--- config.mk ---
export PLATFORM = sky130hd
export DESIGN_NAME = dchan_top
export DESIGN_NICKNAME = d
export VERILOG_FILES = /design/src/rtl/dchan_pkg.sv /design/src/rtl/dchan_csr.sv /design/src/rtl/dchan_mover.sv /design/src/rtl/dchan_top.sv
export SDC_FILE = /design/constraint.sdc
export NUM_CORES = 1
export LEC_CHECK = 0
export BUFFER_PORTS_ARGS = -buffer_cell sky130_fd_sc_hd__buf_2
export CELL_PAD_IN_SITES_DETAIL_PLACEMENT = 1
export CELL_PAD_IN_SITES_GLOBAL_PLACEMENT = 1
export CORE_UTILIZATION = 27
export CTS_BUF_LIST = sky130_fd_sc_hd__clkbuf_2 sky130_fd_sc_hd__clkbuf_4 sky130_fd_sc_hd__clkbuf_8
export DETAILED_ROUTE_END_ITERATION = 6
export PLACE_DENSITY = 0.52
export SYNTH_ARGS = -nofsm -noshare
export SYNTH_HDL_FRONTEND = slang
export SYNTH_SLANG_ARGS = --single-unit
--- constraint.sdc ---
create_clock -name clk -period 6.4 [get_ports clk]
set_input_delay 0.64 -clock clk [delete_from_list [all_inputs] [get_ports clk]]
set_output_delay 0.64 -clock clk [all_outputs]
set_load 0.005 [all_outputs]
--- src/rtl/dchan_pkg.sv ---
// Package: shared constants, sequencer state type and helper functions for
// the descriptor-chained DMA channel. Assumes 32-bit words and byte addresses.
package dchan_pkg;
    localparam int WORD_W     = 32;
    localparam int LEN_W      = 13;
    localparam int BEAT_BYTES = 4;
    localparam int BURST_W    = 6;
    localparam int IDX_W      = 3;

    // command word bit positions
    localparam int C_SRC_INC  = 31;
    localparam int C_TGT_INC  = 30;
    localparam int C_PACE_SRC = 29;
    localparam int C_PACE_TGT = 28;
    localparam int C_START_IE = 22;
    localparam int C_END_IE   = 21;
    localparam int C_SWAP     = 18;
    localparam int C_BURST_LO = 16;

    // status word bit positions
    localparam int S_RUN     = 31;
    localparam int S_NOFETCH = 30;
    localparam int S_STOP_IE = 29;
    localparam int S_REQWAIT = 8;
    localparam int S_STOPPED = 3;
    localparam int S_END     = 2;
    localparam int S_START   = 1;
    localparam int S_BUSERR  = 0;

    typedef enum logic [2:0] {
        ST_IDLE, ST_FETCH, ST_LOAD, ST_CHK, ST_WAIT, ST_RD, ST_WR, ST_DEND
    } mv_state_t;

    // bytes in one paced burst for a 2-bit burst code
    function automatic logic [BURST_W-1:0] burst_bytes(input logic [1:0] code);
        case (code)
            2'd1:    burst_bytes = BURST_W'(8);
            2'd2:    burst_bytes = BURST_W'(16);
            2'd3:    burst_bytes = BURST_W'(32);
            default: burst_bytes = BURST_W'(BEAT_BYTES);
        endcase
    endfunction

    // reverse the byte order of a word
    function automatic logic [WORD_W-1:0] swap_bytes(input logic [WORD_W-1:0] w);
        for (int b = 0; b < WORD_W/8; b++)
            swap_bytes[8*b +: 8] = w[WORD_W-8-8*b +: 8];
    endfunction
endpackage

--- src/rtl/dchan_csr.sv ---
// Control/status register of the channel. Holds run, register-only mode and
// stop-interrupt enable as plain bits, and start/end/bus-error as sticky
// write-one-to-clear flags. Assumes events from the mover are one-cycle pulses;
// an event wins over a same-cycle clear, and finish/error win over a run write.
module dchan_csr
    import dchan_pkg::*;
(
    input  logic              clk,
    input  logic              rst_n,
    input  logic              wr_i,
    input  logic [WORD_W-1:0] wdata_i,
    input  logic              idle_i,
    input  logic              waitreq_i,
    input  logic              start_evt_i,
    input  logic              end_evt_i,
    input  logic              fin_i,
    input  logic              err_i,
    output logic              run_o,
    output logic              nofetch_o,
    output logic [WORD_W-1:0] csr_o,
    output logic              irq_o
);
    logic run_q, nofetch_q, stopie_q, end_q, start_q, berr_q;

    // control bits and sticky event flags
    always_ff @(posedge clk) begin
        if (!rst_n) begin
            run_q     <= 1'b0;
            nofetch_q <= 1'b0;
            stopie_q  <= 1'b0;
            end_q     <= 1'b0;
            start_q   <= 1'b0;
            berr_q    <= 1'b0;
        end else begin
            if (wr_i) begin
                run_q     <= wdata_i[S_RUN];
                nofetch_q <= wdata_i[S_NOFETCH];
                stopie_q  <= wdata_i[S_STOP_IE];
                if (wdata_i[S_END])    end_q   <= 1'b0;
                if (wdata_i[S_START])  start_q <= 1'b0;
                if (wdata_i[S_BUSERR]) berr_q  <= 1'b0;
            end
            if (fin_i || err_i) run_q   <= 1'b0;
            if (end_evt_i)      end_q   <= 1'b1;
            if (start_evt_i)    start_q <= 1'b1;
            if (err_i)          berr_q  <= 1'b1;
        end
    end

    // assemble the readable status word
    always_comb begin
        csr_o            = '0;
        csr_o[S_RUN]     = run_q;
        csr_o[S_NOFETCH] = nofetch_q;
        csr_o[S_STOP_IE] = stopie_q;
        csr_o[S_REQWAIT] = waitreq_i;
        csr_o[S_STOPPED] = idle_i;
        csr_o[S_END]     = end_q;
        csr_o[S_START]   = start_q;
        csr_o[S_BUSERR]  = berr_q;
    end

    assign run_o     = run_q;
    assign nofetch_o = nofetch_q;
    assign irq_o     = end_q | start_q | berr_q | (stopie_q & idle_i);

    a_r7_run_cleared_on_finish: assert property (@(posedge clk) disable iff (!rst_n)
        fin_i |=> !run_q);
    a_r10_error_latched: assert property (@(posedge clk) disable iff (!rst_n)
        err_i |=> (berr_q && !run_q));
    a_r9_end_cleared_by_write: assert property (@(posedge clk) disable iff (!rst_n)
        (wr_i && wdata_i[S_END] && !end_evt_i) |=> !end_q);
endmodule

--- src/rtl/dchan_mover.sv ---
// Sequencer and data path of the channel. It fetches four-word descriptors,
// moves one word per beat from source to target, paces bursts on a request
// input and follows next pointers. It also holds the software-visible
// descriptor, source, target and command registers, which accept writes only
// while idle. Assumes a memory port that answers with mem_ack_i (read data
// valid in the same cycle) and keeps each request stable until acknowledged.
module dchan_mover
    import dchan_pkg::*;
(
    input  logic              clk,
    input  logic              rst_n,
    input  logic              run_i,
    input  logic              nofetch_i,
    input  logic              sw_wr_i,
    input  logic [IDX_W-1:0]  sw_idx_i,
    input  logic [WORD_W-1:0] sw_data_i,
    input  logic              dreq_i,
    output logic              mem_req_o,
    output logic              mem_we_o,
    output logic [WORD_W-1:0] mem_addr_o,
    output logic [WORD_W-1:0] mem_wdata_o,
    input  logic              mem_ack_i,
    input  logic              mem_err_i,
    input  logic [WORD_W-1:0] mem_rdata_i,
    output logic [WORD_W-1:0] nd_o,
    output logic [WORD_W-1:0] src_o,
    output logic [WORD_W-1:0] tgt_o,
    output logic [WORD_W-1:0] cmd_o,
    output logic              idle_o,
    output logic              waitreq_o,
    output logic              start_evt_o,
    output logic              end_evt_o,
    output logic              fin_o,
    output logic              err_o
);
    localparam int WIDX_W = 2;
    localparam logic [WORD_W-1:0] STEP = WORD_W'(BEAT_BYTES);

    mv_state_t          st;
    logic [WORD_W-1:0]  nd_q, nxt_q, src_q, tgt_q, cmd_q, data_q;
    logic [LEN_W-1:0]   cnt_q;
    logic [BURST_W-1:0] blft_q;
    logic [WIDX_W-1:0]  widx_q;
    logic               nofetch_q;
    logic               paced, in_mem_state, chain_last;

    assign paced        = cmd_q[C_PACE_SRC] | cmd_q[C_PACE_TGT];
    assign in_mem_state = (st == ST_FETCH) || (st == ST_RD) || (st == ST_WR);
    assign chain_last   = nofetch_q | nxt_q[0];

    // sequencer state, descriptor registers and beat counters
    always_ff @(posedge clk) begin
        if (!rst_n) begin
            st        <= ST_IDLE;
            nd_q      <= '0;
            nxt_q     <= '0;
            src_q     <= '0;
            tgt_q     <= '0;
            cmd_q     <= '0;
            data_q    <= '0;
            cnt_q     <= '0;
            blft_q    <= '0;
            widx_q    <= '0;
            nofetch_q <= 1'b0;
        end else begin
            case (st)
                ST_IDLE: begin
                    if (sw_wr_i) begin
                        case (sw_idx_i)
                            IDX_W'(1): nd_q  <= sw_data_i;
                            IDX_W'(2): src_q <= sw_data_i;
                            IDX_W'(3): tgt_q <= sw_data_i;
                            IDX_W'(4): cmd_q <= sw_data_i;
                            default: ;
                        endcase
                    end
                    if (run_i) begin
                        nofetch_q <= nofetch_i;
                        widx_q    <= '0;
                        st        <= nofetch_i ? ST_LOAD : ST_FETCH;
                    end
                end
                ST_FETCH: begin
                    if (mem_ack_i) begin
                        if (mem_err_i) begin
                            st <= ST_IDLE;
                        end else begin
                            case (widx_q)
                                2'd0: nxt_q <= mem_rdata_i;
                                2'd1: src_q <= mem_rdata_i;
                                2'd2: tgt_q <= mem_rdata_i;
                                default: cmd_q <= mem_rdata_i;
                            endcase
                            widx_q <= widx_q + 1'b1;
                            if (widx_q == 2'd3) st <= ST_LOAD;
                        end
                    end
                end
                ST_LOAD: begin
                    cnt_q  <= cmd_q[LEN_W-1:0];
                    blft_q <= '0;
                    st     <= ST_CHK;
                end
                ST_CHK: begin
                    if (!run_i)                     st <= ST_IDLE;
                    else if (cnt_q == '0)           st <= ST_DEND;
                    else if (paced && blft_q == '0) st <= ST_WAIT;
                    else                            st <= ST_RD;
                end
                ST_WAIT: begin
                    if (!run_i) begin
                        st <= ST_IDLE;
                    end else if (dreq_i) begin
                        blft_q <= burst_bytes(cmd_q[C_BURST_LO +: 2]);
                        st     <= ST_RD;
                    end
                end
                ST_RD: begin
                    if (mem_ack_i) begin
                        if (mem_err_i) begin
                            st <= ST_IDLE;
                        end else begin
                            data_q <= cmd_q[C_SWAP] ? swap_bytes(mem_rdata_i) : mem_rdata_i;
                            st     <= ST_WR;
                        end
                    end
                end
                ST_WR: begin
                    if (mem_ack_i) begin
                        if (mem_err_i) begin
                            st <= ST_IDLE;
                        end else begin
                            if (cmd_q[C_SRC_INC]) src_q <= src_q + STEP;
                            if (cmd_q[C_TGT_INC]) tgt_q <= tgt_q + STEP;
                            cnt_q  <= (cnt_q > LEN_W'(BEAT_BYTES)) ? cnt_q - LEN_W'(BEAT_BYTES) : '0;
                            blft_q <= (blft_q > BURST_W'(BEAT_BYTES)) ? blft_q - BURST_W'(BEAT_BYTES) : '0;
                            st     <= ST_CHK;
                        end
                    end
                end
                ST_DEND: begin
                    if (!run_i || chain_last) begin
                        st <= ST_IDLE;
                    end else begin
                        nd_q   <= {nxt_q[WORD_W-1:4], 4'b0000};
                        widx_q <= '0;
                        st     <= ST_FETCH;
                    end
                end
                default: st <= ST_IDLE;
            endcase
        end
    end

    // memory request for the current state
    always_comb begin
        mem_req_o   = in_mem_state;
        mem_we_o    = (st == ST_WR);
        mem_wdata_o = data_q;
        case (st)
            ST_FETCH: mem_addr_o = {nd_q[WORD_W-1:4], 4'b0000} + WORD_W'({widx_q, 2'b00});
            ST_WR:    mem_addr_o = tgt_q;
            default:  mem_addr_o = src_q;
        endcase
    end

    // event pulses towards the status register
    always_comb begin
        err_o       = in_mem_state && mem_ack_i && mem_err_i;
        start_evt_o = (st == ST_LOAD) && cmd_q[C_START_IE];
        end_evt_o   = (st == ST_DEND) && run_i && cmd_q[C_END_IE];
        fin_o       = (st == ST_DEND) && run_i && chain_last;
    end

    assign idle_o    = (st == ST_IDLE);
    assign waitreq_o = (st == ST_WAIT);
    assign nd_o      = nd_q;
    assign src_o     = src_q;
    assign tgt_o     = tgt_q;
    assign cmd_o     = cmd_q;

    a_r2_hold_request: assert property (@(posedge clk) disable iff (!rst_n)
        (mem_req_o && !mem_ack_i) |=> (mem_req_o && $stable(mem_addr_o) && $stable(mem_we_o)));
    a_r5_no_read_without_request: assert property (@(posedge clk) disable iff (!rst_n)
        (st == ST_WAIT && !dreq_i) |=> (st != ST_RD));
    a_r10_quiet_after_error: assert property (@(posedge clk) disable iff (!rst_n)
        err_o |=> !mem_req_o);
    a_r7_idle_after_finish: assert property (@(posedge clk) disable iff (!rst_n)
        fin_o |=> idle_o);
endmodule

--- src/rtl/dchan_top.sv ---
// Top of the descriptor-chained DMA channel: joins the status register and
// the mover, and multiplexes the register read port. Register index 0 is the
// status word; indices 1..4 are descriptor address, source, target, command.
module dchan_top
    import dchan_pkg::*;
(
    input  logic              clk,
    input  logic              rst_n,
    input  logic              reg_wr,
    input  logic [IDX_W-1:0]  reg_addr,
    input  logic [WORD_W-1:0] reg_wdata,
    output logic [WORD_W-1:0] reg_rdata,
    input  logic              dreq,
    output logic              mem_req,
    output logic              mem_we,
    output logic [WORD_W-1:0] mem_addr,
    output logic [WORD_W-1:0] mem_wdata,
    input  logic              mem_ack,
    input  logic              mem_err,
    input  logic [WORD_W-1:0] mem_rdata,
    output logic              irq
);
    logic              run, nofetch, idle, waitreq, start_evt, end_evt, fin, err;
    logic [WORD_W-1:0] csr_word, nd, src, tgt, cmd;

    dchan_csr i_csr (
        .clk(clk), .rst_n(rst_n),
        .wr_i(reg_wr && reg_addr == '0), .wdata_i(reg_wdata),
        .idle_i(idle), .waitreq_i(waitreq),
        .start_evt_i(start_evt), .end_evt_i(end_evt), .fin_i(fin), .err_i(err),
        .run_o(run), .nofetch_o(nofetch), .csr_o(csr_word), .irq_o(irq)
    );

    dchan_mover i_mover (
        .clk(clk), .rst_n(rst_n), .run_i(run), .nofetch_i(nofetch),
        .sw_wr_i(reg_wr), .sw_idx_i(reg_addr), .sw_data_i(reg_wdata), .dreq_i(dreq),
        .mem_req_o(mem_req), .mem_we_o(mem_we), .mem_addr_o(mem_addr), .mem_wdata_o(mem_wdata),
        .mem_ack_i(mem_ack), .mem_err_i(mem_err), .mem_rdata_i(mem_rdata),
        .nd_o(nd), .src_o(src), .tgt_o(tgt), .cmd_o(cmd),
        .idle_o(idle), .waitreq_o(waitreq), .start_evt_o(start_evt), .end_evt_o(end_evt),
        .fin_o(fin), .err_o(err)
    );

    // register read multiplexer
    always_comb begin
        case (reg_addr)
            IDX_W'(0): reg_rdata = csr_word;
            IDX_W'(1): reg_rdata = nd;
            IDX_W'(2): reg_rdata = src;
            IDX_W'(3): reg_rdata = tgt;
            IDX_W'(4): reg_rdata = cmd;
            default:   reg_rdata = '0;
        endcase
    end
endmodule

Word-level counts from Yosys, hierarchy flattened
Index checks and enable logic that the tools add are counted.
{"block": "word_totals", "reg_bits": 223, "out_inout_bits": 99, "input_bits": 73, "elab_cells": 189}
{"block": "classes", "bitwise": 8, "n_mux": 72, "n_addsub": 6, "n_reduce_logical": 46, "n_lt_le_gt_ge": 2, "eq_ne": 38}
{"cell": "32-bit 2-to-1 mux", "n": 25}
{"cell": "32-bit one-hot mux with 2 select lines", "n": 3}
{"cell": "32-bit one-hot mux with 3 select lines", "n": 2}
{"cell": "32-bit one-hot mux with 5 select lines", "n": 1}
{"cell": "32-bit by 3-bit adder with 32-bit output, second input constant", "n": 2}
{"cell": "13-bit 2-to-1 mux", "n": 3}
{"cell": "6-bit one-hot mux with 3 select lines", "n": 2}
{"cell": "3-bit 2-to-1 mux", "n": 11}
{"cell": "32-bit by 4-bit adder with 32-bit output", "n": 1}
{"cell": "6-bit 2-to-1 mux", "n": 5}
{"cell": "13-bit one-hot mux with 2 select lines", "n": 1}
{"cell": "2-bit inequality test, second input constant", "n": 12}
{"cell": "3-bit one-hot mux with 8 select lines", "n": 1}
{"cell": "9-bit AND reduction", "n": 2}
{"cell": "2-bit nonzero test", "n": 9}
{"cell": "3-bit == test, second input constant", "n": 5}
{"cell": "2-bit by 1-bit inequality test with 1-bit output, second input constant", "n": 7}
{"cell": "13-bit by 3-bit greater-than comparator with 1-bit output, second input constant", "n": 1}
{"cell": "13-bit logical NOT", "n": 1}
{"cell": "13-bit by 3-bit subtractor with 13-bit output, second input constant", "n": 1}
{"cell": "3-bit by 2-bit == test with 1-bit output, second input constant", "n": 4}
{"cell": "2-bit 2-to-1 mux", "n": 6}
{"cell": "6-bit AND reduction", "n": 2}
{"cell": "1-bit 2-to-1 mux", "n": 11}
{"cell": "24 further kinds", "n": 54}

Logic depth before layout (Yosys ltp)
Gate-level depths: netlist (run 1).
{"block": "logic_depth", "depth_word": 7, "mapped_depth": 9, "ltp_nobuf": 7}

By module
Synthesis (run 1) repeated with hierarchy kept, for this count alone.
{"block": "hier_totals", "cells_unflattened": 1688, "hier_area_um2": 13545.5}
{"mod": "dchan_mover", "seq_area_each_um2": 4244.1, "area_per_inst_um2": 11666.2, "n_inst": 1, "cells_per_inst": 1472}
{"mod": "dchan_top", "seq_area_each_um2": 0.0, "area_per_inst_um2": 1390.1, "n_inst": 1, "cells_per_inst": 160}
{"mod": "dchan_csr", "seq_area_each_um2": 120.1, "area_per_inst_um2": 489.2, "n_inst": 1, "cells_per_inst": 56}

Worst setup path after synthesis (run 1)
OpenSTA, ideal clock, no wires.
{"block": "synth_timing", "path_kind": "input -> output", "start": "input port reg_addr[2]", "end": "output port reg_rdata[10]", "path_slack_ps": 3914, "path_buffers": 3, "arrival_ps": 1846, "cell_stages": 6, "path_cell_list": "clkbuf_1 and3b_1 clkbuf_1 clkbuf_1 a22o_1 a221o_1"}
{"block": "synth_via", "elab_chain_len": 2}
{"item": "start, declared", "line_no": "dchan_top.sv:10", "text": "input logic [IDX_W-1:0] reg_addr,"}
{"item": "3-bit == test (tied with other cells)", "line_no": "dchan_top.sv:46", "text": "case (reg_addr)"}
{"item": "32-bit one-hot mux with 5 select lines *", "line_no": "dchan_top.sv:46"}
{"item": "end, declared", "line_no": "dchan_top.sv:12", "text": "output logic [WORD_W-1:0] reg_rdata,"}
Mark *: on every way between the ends. The rest lies on a longest branch, timed or not.

Worst setup path in the final report (run 1)
{"block": "layout_timing", "start": "register i_mover.st[0]", "end": "output port mem_addr[16]"}
{"block": "layout_via", "elab_chain_len": 2}
{"item": "start, declared", "line_no": "dchan_mover.sv:39", "text": "mv_state_t st;"}
{"item": "start signal, assigned", "line_no": "dchan_mover.sv:80", "text": "st <= nofetch_i ? ST_LOAD : ST_FETCH;"}
{"item": "3-bit == test / 3-bit by 1-bit == test with 1-bit output (equally long branches)", "line_no": "dchan_mover.sv:160", "text": "case (st)"}
{"item": "32-bit one-hot mux with 2 select lines *", "line_no": "dchan_mover.sv:160"}
{"item": "end, declared", "line_no": "dchan_top.sv:16", "text": "output logic [WORD_W-1:0] mem_addr,"}
Marked as above.

==> summary.txt, run 1 <==
Timing
  • Pins Over Slew Limit: 0
  • Final TNS setup: 0 ps
  • Max Freq: 241 MHz
  • Crit path time final: 4150 ps
  • Layout Skew: 40.5 ps
  • Unrepaired setup endpoints after global routing: no
  • Part of the cycle the worst path needs: 64.9%
  • Slew HR: 15.9%
  • Worst Max-Slew Pin Slew: 1260 ps
  • Final Hold Viols: 0
  • Final Setup Violations: 0

Final layout
  • Util after Layout: 32.4%
  • Final #Nets: ~1.8k
  • Area Overhead vs Synth: 17.3%
  • Antenna Cells: 0
  • Ratio of cells with drive above 1 in the final layout: 18.1%

Drt
  • Vias per std cell: 5.72
  • Via count: around 13k
  • Routed Antenna Nets: 0
  • Post-Route WL: 59.8 mm
  • Starting DRT DRC Count: 935
  • Post-route DRC: 0
  • Drt pass-1 iters: 5
  • Average routed wire per standard cell: approximately 25 um

Global route
  • Largest net degree at the start of global routing: 73
  • First-pass GRT wire length: 89.2 mm
  • Grt total ovfl: 0
  • GRT Total Usage: 24.9%
  • Vias in the first global route: 13.4k
  • Initial antenna violation count: 1

Critical path
  • Slowest stage delay, CP: 710 ps
  • Nature of the critical path startpoint: flip-flop
  • Critical path endpoint category: output port
  • Critical Path RT: 5760 ps
  • Crit-path cells: buf_4, nor3b_2, buf_4, nor2_2, buf_4, a221o_1, buf_2
  • Max FO, Critical Path: 30
  • Critical Path Slowest Stage Cell: nor3b_2
  • Worst Path Buf+Inv: 4
  • Path type of the worst setup path: reg2out
  • Worst path most repeated cell: buf_4
  • Worst EP arrival: 3510 ps
  • Crit path max-delay family: buffers and inverters

Synth
  • Mapped Nets: roughly 1.7k
  • Mean post-synth cell area: about 8 um^2
  • Post-Syn Area: 12600 um^2
  • Post-Synthesis Cells: 1621
  • Post-synth top flop: dfxtp_1
  • Post-synth EDFFs: 0
  • Async S/R FF share, synth: 0%
  • #FFs+latches synth: roughly 220
  • Ys Warns: 0
  • Sequential share of the synthesized area: about a third
  • Unique masters post-synth: 76

Floorplan
  • Row count: 78
  • Core Box Area: ~46000 um^2
  • # IOs: 172
  • Initial Util: 27.6%
  • Die height: 218 um
  • Full die area: 47500 um^2
  • Die width: 218 um

CTS
  • Hold-fix buffers, CTS: 0
  • Setup bufs post-CTS: 0
  • CTS resizes: 0
  • CTS tree: done
  • Num CTS Buffers: 44
  • Sinks on the clock net: 218
  • Clock transition at path regs: 60 ps
  • Cell chosen for the clock root: clkbuf_8
  • Clk Latency, worst-skew pair: 630 ps
  • H-tree levels: 2
  • CTS Buffer Depth: 3

Power and ir drop
  • Peak VDD IR: between 0.1 and 0.15 mV
  • Leak pwr: 5.56 nW
  • Power per cell area: 224 nW/um^2

Worst hold path
  • Hold Path Class: in2reg

Place
  • Input/output buffers: 171
  • Post-detail-place hpwl: 43.1 mm
  • GPL Wtd Cong: 0.852

Job
  • Max Cap Viol: 0

Outcome
  • Status: completed
-- cells in the mapped netlist (all sizes together) (4+ instances only) --
cell type  count  area share (%)
inv           21            0.63
nand2b         8            0.40
a31oi         24             1.2
o22ai         22             1.1
nand3         39             1.5
ha            11             1.1
nor4b          5            0.40
o211ai        10            0.60
o221a          4            0.36
mux2           6            0.54
nor3          41             1.7
and2           7            0.35
a21o           7            0.42
a22o          27             1.9
and3          15            0.74
o31ai          9            0.54
a221oi         7            0.49
a311oi        13            0.90
a221o         30             2.4
and4           8            0.56
nor2         191             5.7
nor4          16            0.94
o211a          4            0.32
buf           46             1.7
a211oi        86             5.1
a22oi         31             1.8
a21oi        123             4.9
clkbuf       105             3.1
or2            6            0.30
mux2i         95             7.5
o31a           4            0.28
dfxtp        218              35
a32oi          5            0.35
nor2b          6            0.30
or4            5            0.30
or3            9            0.45
a32o           4            0.32
nand2        208             6.2
o2111ai        5            0.35
o221ai         4            0.28
nor3b         13            0.85
nand4         17            0.84
o21ai         67             2.7
-- cells by family after synthesis --
group	after synthesis	synth area share [%]
adders and majority gates	11	1.09
buffers and inverters	173	5.52
AOI/OAI and AO/OA	510	28.1
DFF	218	34.6
xor gates and xnor gates	5	0.348
muxes	101	8.08
and+or+nand+nor	603	22.2
-- tightest hold or removal path, stage by stage --
cell	delay (ps)
buf_2	120
nand2_1	50
a21oi_1	50
-- state kept, by name (all words and copies together), names as in the netlist --
signal,count
i_mover.blft_q,4
i_mover.mem_wdata_o,32
i_mover.nofetch_q,1
i_mover.st,3
i_mover.cnt_q,13
i_csr.run_o,1
i_csr.nofetch_o,1
i_mover.src_o,32
i_csr.stopie_q,1
i_mover.tgt_o,32
i_mover.cmd_o,32
i_mover.nd_o,32
i_mover.nxt_q,29
i_mover.widx_q,2
i_csr.end_q,1
i_csr.berr_q,1
i_csr.start_q,1
-- area by class of cell --
class                   instances  area [um^2]
multi-input cells            1230         7610
clock inverters                 9         53.8
repair buffers                198         1060
flip-flops and latches        218         4370
fillers                      5544        30900
well taps                     600          751
inverters                      22         88.8
clock buffers                  68          855
-- per-layer routing --
metal	global-route usage, %	up-vias	wire, um
met5	0	-	0
li1	-	6219	-
met4	7.72	0	1500
met3	3.43	66	2780
met1	35.8	6735	29100
met2	38.1	394	26400
-- layout by cell type, fill, tap and decap left out, drive strengths merged, types with 9 or more instances in the layout --
cell / instances
clkbuf: 68
o22ai: 22
a221o: 30
and3: 15
a22oi: 31
a211oi: 86
a311oi: 13
o211ai: 10
nor4: 16
mux2i: 95
nand3: 39
nand4: 17
a31oi: 24
or3: 9
inv: 21
a21oi: 123
nor3: 41
a22o: 27
buf: 198
nand2: 208
dfxtp: 218
o31ai: 9
o21ai: 67
ha: 11
nor2: 191
nor3b: 13
-- power by group --
part / total (W) / internal (W) / switching (W) / leakage [nW]
logic: 0.000338 / 0.000110 / 0.000228 / 3.31
clock network: 0.00153 / 0.000849 / 0.000682 / 0.484
registers: 0.00144 / 0.00139 / 0.0000500 / 1.76
-- stage by stage --
step           cells  area, um^2  setup slack (ps)  power (W)  hold slack, ps
2_1_floorplan   1621       12600              3910    0.00163             432
3_3_place_gp    2268       13900              2840    0.00180             440
3_5_place_dp    2268       13900              2730    0.00180             448
4_1_cts         2345       14800              2230    0.00335             271
5_1_grt         2345       14800              2090    0.00344             298
6_report        2345       14800              2250    0.00331             313
-- worst paths after layout --
check	from	end	slack [ps]	cells past startpoint
worst max-delay path	i_mover.st[0]	mem_addr[16]	2250	7
worst min-delay path	mem_rdata[22]	i_mover.nxt_q[22]	310	3
worst max register to register	i_mover.st[0]	i_mover.nxt_q[17]	2800	6
worst min register to register	i_mover.nxt_q[22]	i_mover.nxt_q[22]	450	2
Note: power is estimated with default switching activity, not from simulation.
==> inputs of run 2 (changes only) <==
--- a/config.mk
+++ b/config.mk
@@ -11,7 +11,7 @@
 export CORE_UTILIZATION = 27
 export CTS_BUF_LIST = sky130_fd_sc_hd__clkbuf_2 sky130_fd_sc_hd__clkbuf_4 sky130_fd_sc_hd__clkbuf_8
 export DETAILED_ROUTE_END_ITERATION = 6
-export PLACE_DENSITY = 0.52
+export PLACE_DENSITY = 0.54
 export SYNTH_ARGS = -nofsm -noshare
 export SYNTH_HDL_FRONTEND = slang
 export SYNTH_SLANG_ARGS = --single-unit
==> constraint.sdc (replaced) <==
create_clock -name clk -period 3.4 [get_ports clk]
set_input_delay 0.34 -clock clk [delete_from_list [all_inputs] [get_ports clk]]
set_output_delay 0.34 -clock clk [all_outputs]
set_load 0.005 [all_outputs]
==> run 2 against run 1 <==
Net effect:
- cell count grew 1.3%
- cell area is 2.6% higher
- register-to-register slack got worse by 2200 ps
- count of clock-buffer cells in the layout increased by 2
- die area is the same
- sequential cell count unchanged
- critical endpoint unchanged
- largest power group unchanged
==> summary.txt, run 2 (synthesized netlist as in run 1, its figures left out) <==
Place
  • GPL Wtd Cong: 0.870 (+2.1%)
  • Input/output buffers: 171 (unchanged)
  • Post-detail-place hpwl: 42.9 mm (-0.62%)
  • Cell Area, Placed: 14100 um^2 (+1.6%)

Power and ir drop
  • Leak pwr: 5.76 nW (+3.6%)
  • Net switching power: 0.00180 W (+88%)
  • Sequential share of power: 42.3% (-1.2 points)
  • Peak VDD IR: 0.216 mV (+58%)
  • Clock power share: 47.4% (+1.1 points)
  • Gate power share: 10.3% (about the same)
  • Total power: 0.00639 W (+93%)
  • Internal power: 0.00459 W (+96%)
  • Net Sw Frac: 28.2% (-0.86 points)
  • Power per cell area: 421 nW/um^2 (+88%)

Drt
  • Vias per std cell: 5.66 (-0.99%)
  • Average routed wire per standard cell: 24.7 um (-3.1%)
  • Starting DRT DRC Count: 808 (-14%)
  • Via count: 13.5k (+0.28%)
  • Post-route DRC: 0 (unchanged)
  • Drt pass-1 iters: 5 (unchanged)
  • Post-Route WL: 58.7 mm (-1.8%)
  • Routed Antenna Nets: 0 (unchanged)

Worst hold path
  • Hold Path Class: in2reg

Final layout
  • Multi-input logic area: 7590 um^2 (-0.16%)
  • Ratio of cells with drive above 1 in the final layout: 18.8% (+0.78 points)
  • FILL cells: 5547 (+0.054%)
  • Flip-flop and latch area: 4370 um^2 (unchanged)
  • Commonest non-fill, non-tap cell in the layout: dfxtp_1
  • Commonest cells after routing, fill and taps aside: dfxtp_1 (217), nand2_1 (208), nor2_1 (186)
  • Area Overhead vs Synth: 20.4%
  • Final #Nets: 1824 (+1.4%)
  • Design area: 15200 um^2 (+2.6%)

Floorplan
  • Initial Util: 27.6% (unchanged)
  • Core Box Area: 45700 um^2 (unchanged)
  • Full die area: 47500 um^2 (unchanged)
  • Die height: 218 um (unchanged)
  • # IOs: 172 (unchanged)
  • Row count: 78 (unchanged)
  • Die width: 218 um (unchanged)

Critical path
  • Critical Path Slowest Stage Cell: dfxtp_1
  • Path type of the worst setup path: reg2out
  • Critical path endpoint category: output port
  • Slowest stage delay, CP: 670 ps (-40 ps)
  • Max FO, Critical Path: 30 (unchanged)
  • Crit path max-delay family: buffers and inverters
  • Nature of the critical path startpoint: flip-flop
  • Critical Path RT: 3060 ps (-2700 ps)
  • Worst EP arrival: 2880 ps (-630 ps)
  • Worst path most repeated cell: buf_4
  • Crit-path cells: buf_4, nand3b_1, clkinv_2, buf_4, nor2_4, buf_12, a221o_1, buf_2
  • Worst Path Buf+Inv: 5 (+1)

Global route
  • Grt total ovfl: 0 (unchanged)
  • First-pass GRT wire length: 87.7 mm (-1.7%)
  • Vias in the first global route: 13.5k (+0.80%)
  • GRT Total Usage: 24.4% (-0.51 points)
  • Initial antenna violation count: 1 (unchanged)
  • Largest net degree at the start of global routing: 124 (+70%)

Timing
  • Final TNS setup: 0 ps (unchanged)
  • Worst Max-Slew Pin Slew: 896 ps (-362 ps)
  • Unrepaired setup endpoints after global routing: no
  • Max Freq: 311 MHz
  • Final Setup Violations: 0 (unchanged)
  • Part of the cycle the worst path needs: between 90% and 100%
  • Crit path time final: 3220 ps
  • Final Hold Viols: 0 (unchanged)
  • Hold slack final: 37.3 ps (-276 ps)
  • Layout Skew: 24.4 ps (-16.1 ps)
  • Pins Over Slew Limit: 0 (unchanged)
  • Slew HR: 40.1% (+24 points)

CTS
  • Cell chosen for the clock root: clkbuf_8
  • Clk Latency, worst-skew pair: 600 ps (-30 ps)
  • Num CTS Buffers: 43 (-2.3%)
  • CTS tree: done
  • H-tree levels: 2 (unchanged)
  • Clock transition at path regs: 60 ps (about the same)
  • CTS Buffer Depth: 3 (unchanged)
  • Sinks on the clock net: 218 (unchanged)
  • Setup bufs post-CTS: 0 (unchanged)

Outcome
  • Status: completed

Job
  • Max Cap Viol: 0 (unchanged)
[run 2: cell types whose count changed in the layout (fill, tap and decap cells not counted), sizes merged]
| cell | change |
|---|---|
| buf | +18 |
| clkbuf | +2 |
| diode | +1 |
| inv | +1 |
| bufinv | +1 |
| dlygate4sd3 | +9 |
| clkinvlp | -1 |
| clkinv | -1 |
[run 2: worst paths after layout]
| path | start | cells after the start | endpoint | slack [ps] |
|---|---|---|---|---|
| worst min-delay path | mem_rdata[6] | 3 | i_mover.nxt_q[6] | 40 |
| worst max-delay path | i_mover.st[2] | 8 | mem_addr[16] | 180 |
| worst min register to register | i_mover.nxt_q[22] | 2 | i_mover.nxt_q[22] | 450 |
| worst max register to register | i_mover.st[2] | 8 | i_mover.tgt_o[3] | 630 |
[run 2: layout make-up]
cell class | instances | share of cell area, %
Clock inverter | 9 | 0.561
Timing Repair Buffer | 225 | 9.12
Clock buffer | 70 | 5.90
Sequential cell | 218 | 28.8
Inverter | 22 | 0.586
Multi-Input combinational cell | 1230 | 50.1
Tap cell | 600 | 4.95
Antenna cell | 1 | 0.0165
[run 2: worst min-delay path, delay by kind of cell]
kind	cells	cell delay (ps)
compound gates	1	50
buf+inv	1	130
simple gates	1	60
[run 2: what timing repair did]
item | CTS | global route
endpoints found under the setup margin | 0 | 0
hold buffers | 9 | 0
resized for setup | 0 | 0
hold endpoints to repair | 9 | 0
[run 2: stage by stage]
stage / util [%] / setup WS [ps] / instances
2_1_floorplan: - / 1310 / 1621
3_3_place_gp: 30.9 / 705 / 2286
3_5_place_dp: 30.9 / 625 / 2286
4_1_cts: 33.2 / 171 / 2374
5_1_grt: 33.2 / 29.7 / 2374
6_report: 33.2 / 181 / 2375
[run 2: power groups by stage]
stage | sequential (W) | clock, W | combinational, W
floorplan | 0.00270 | 0 | 0.000370
global placement | 0.00276 | 0 | 0.000638
detailed placement | 0.00276 | 0 | 0.000645
CTS | 0.00270 | 0.00310 | 0.000655
global route | 0.00271 | 0.00321 | 0.000709
finish | 0.00271 | 0.00303 | 0.000657
[run 2: layer usage]
metal | share of wire, % | vias to the layer above | routed length [um] | GRT usage, %
met2 | 44 | 409 | 25800 | 37.2
met4 | 3.4 | 0 | 2000 | 9.39
li1 | - | 6264 | - | -
met5 | 0 | - | 0 | 0
met1 | 47 | 6669 | 27400 | 34.0
met3 | 5.9 | 109 | 3450 | 4.06
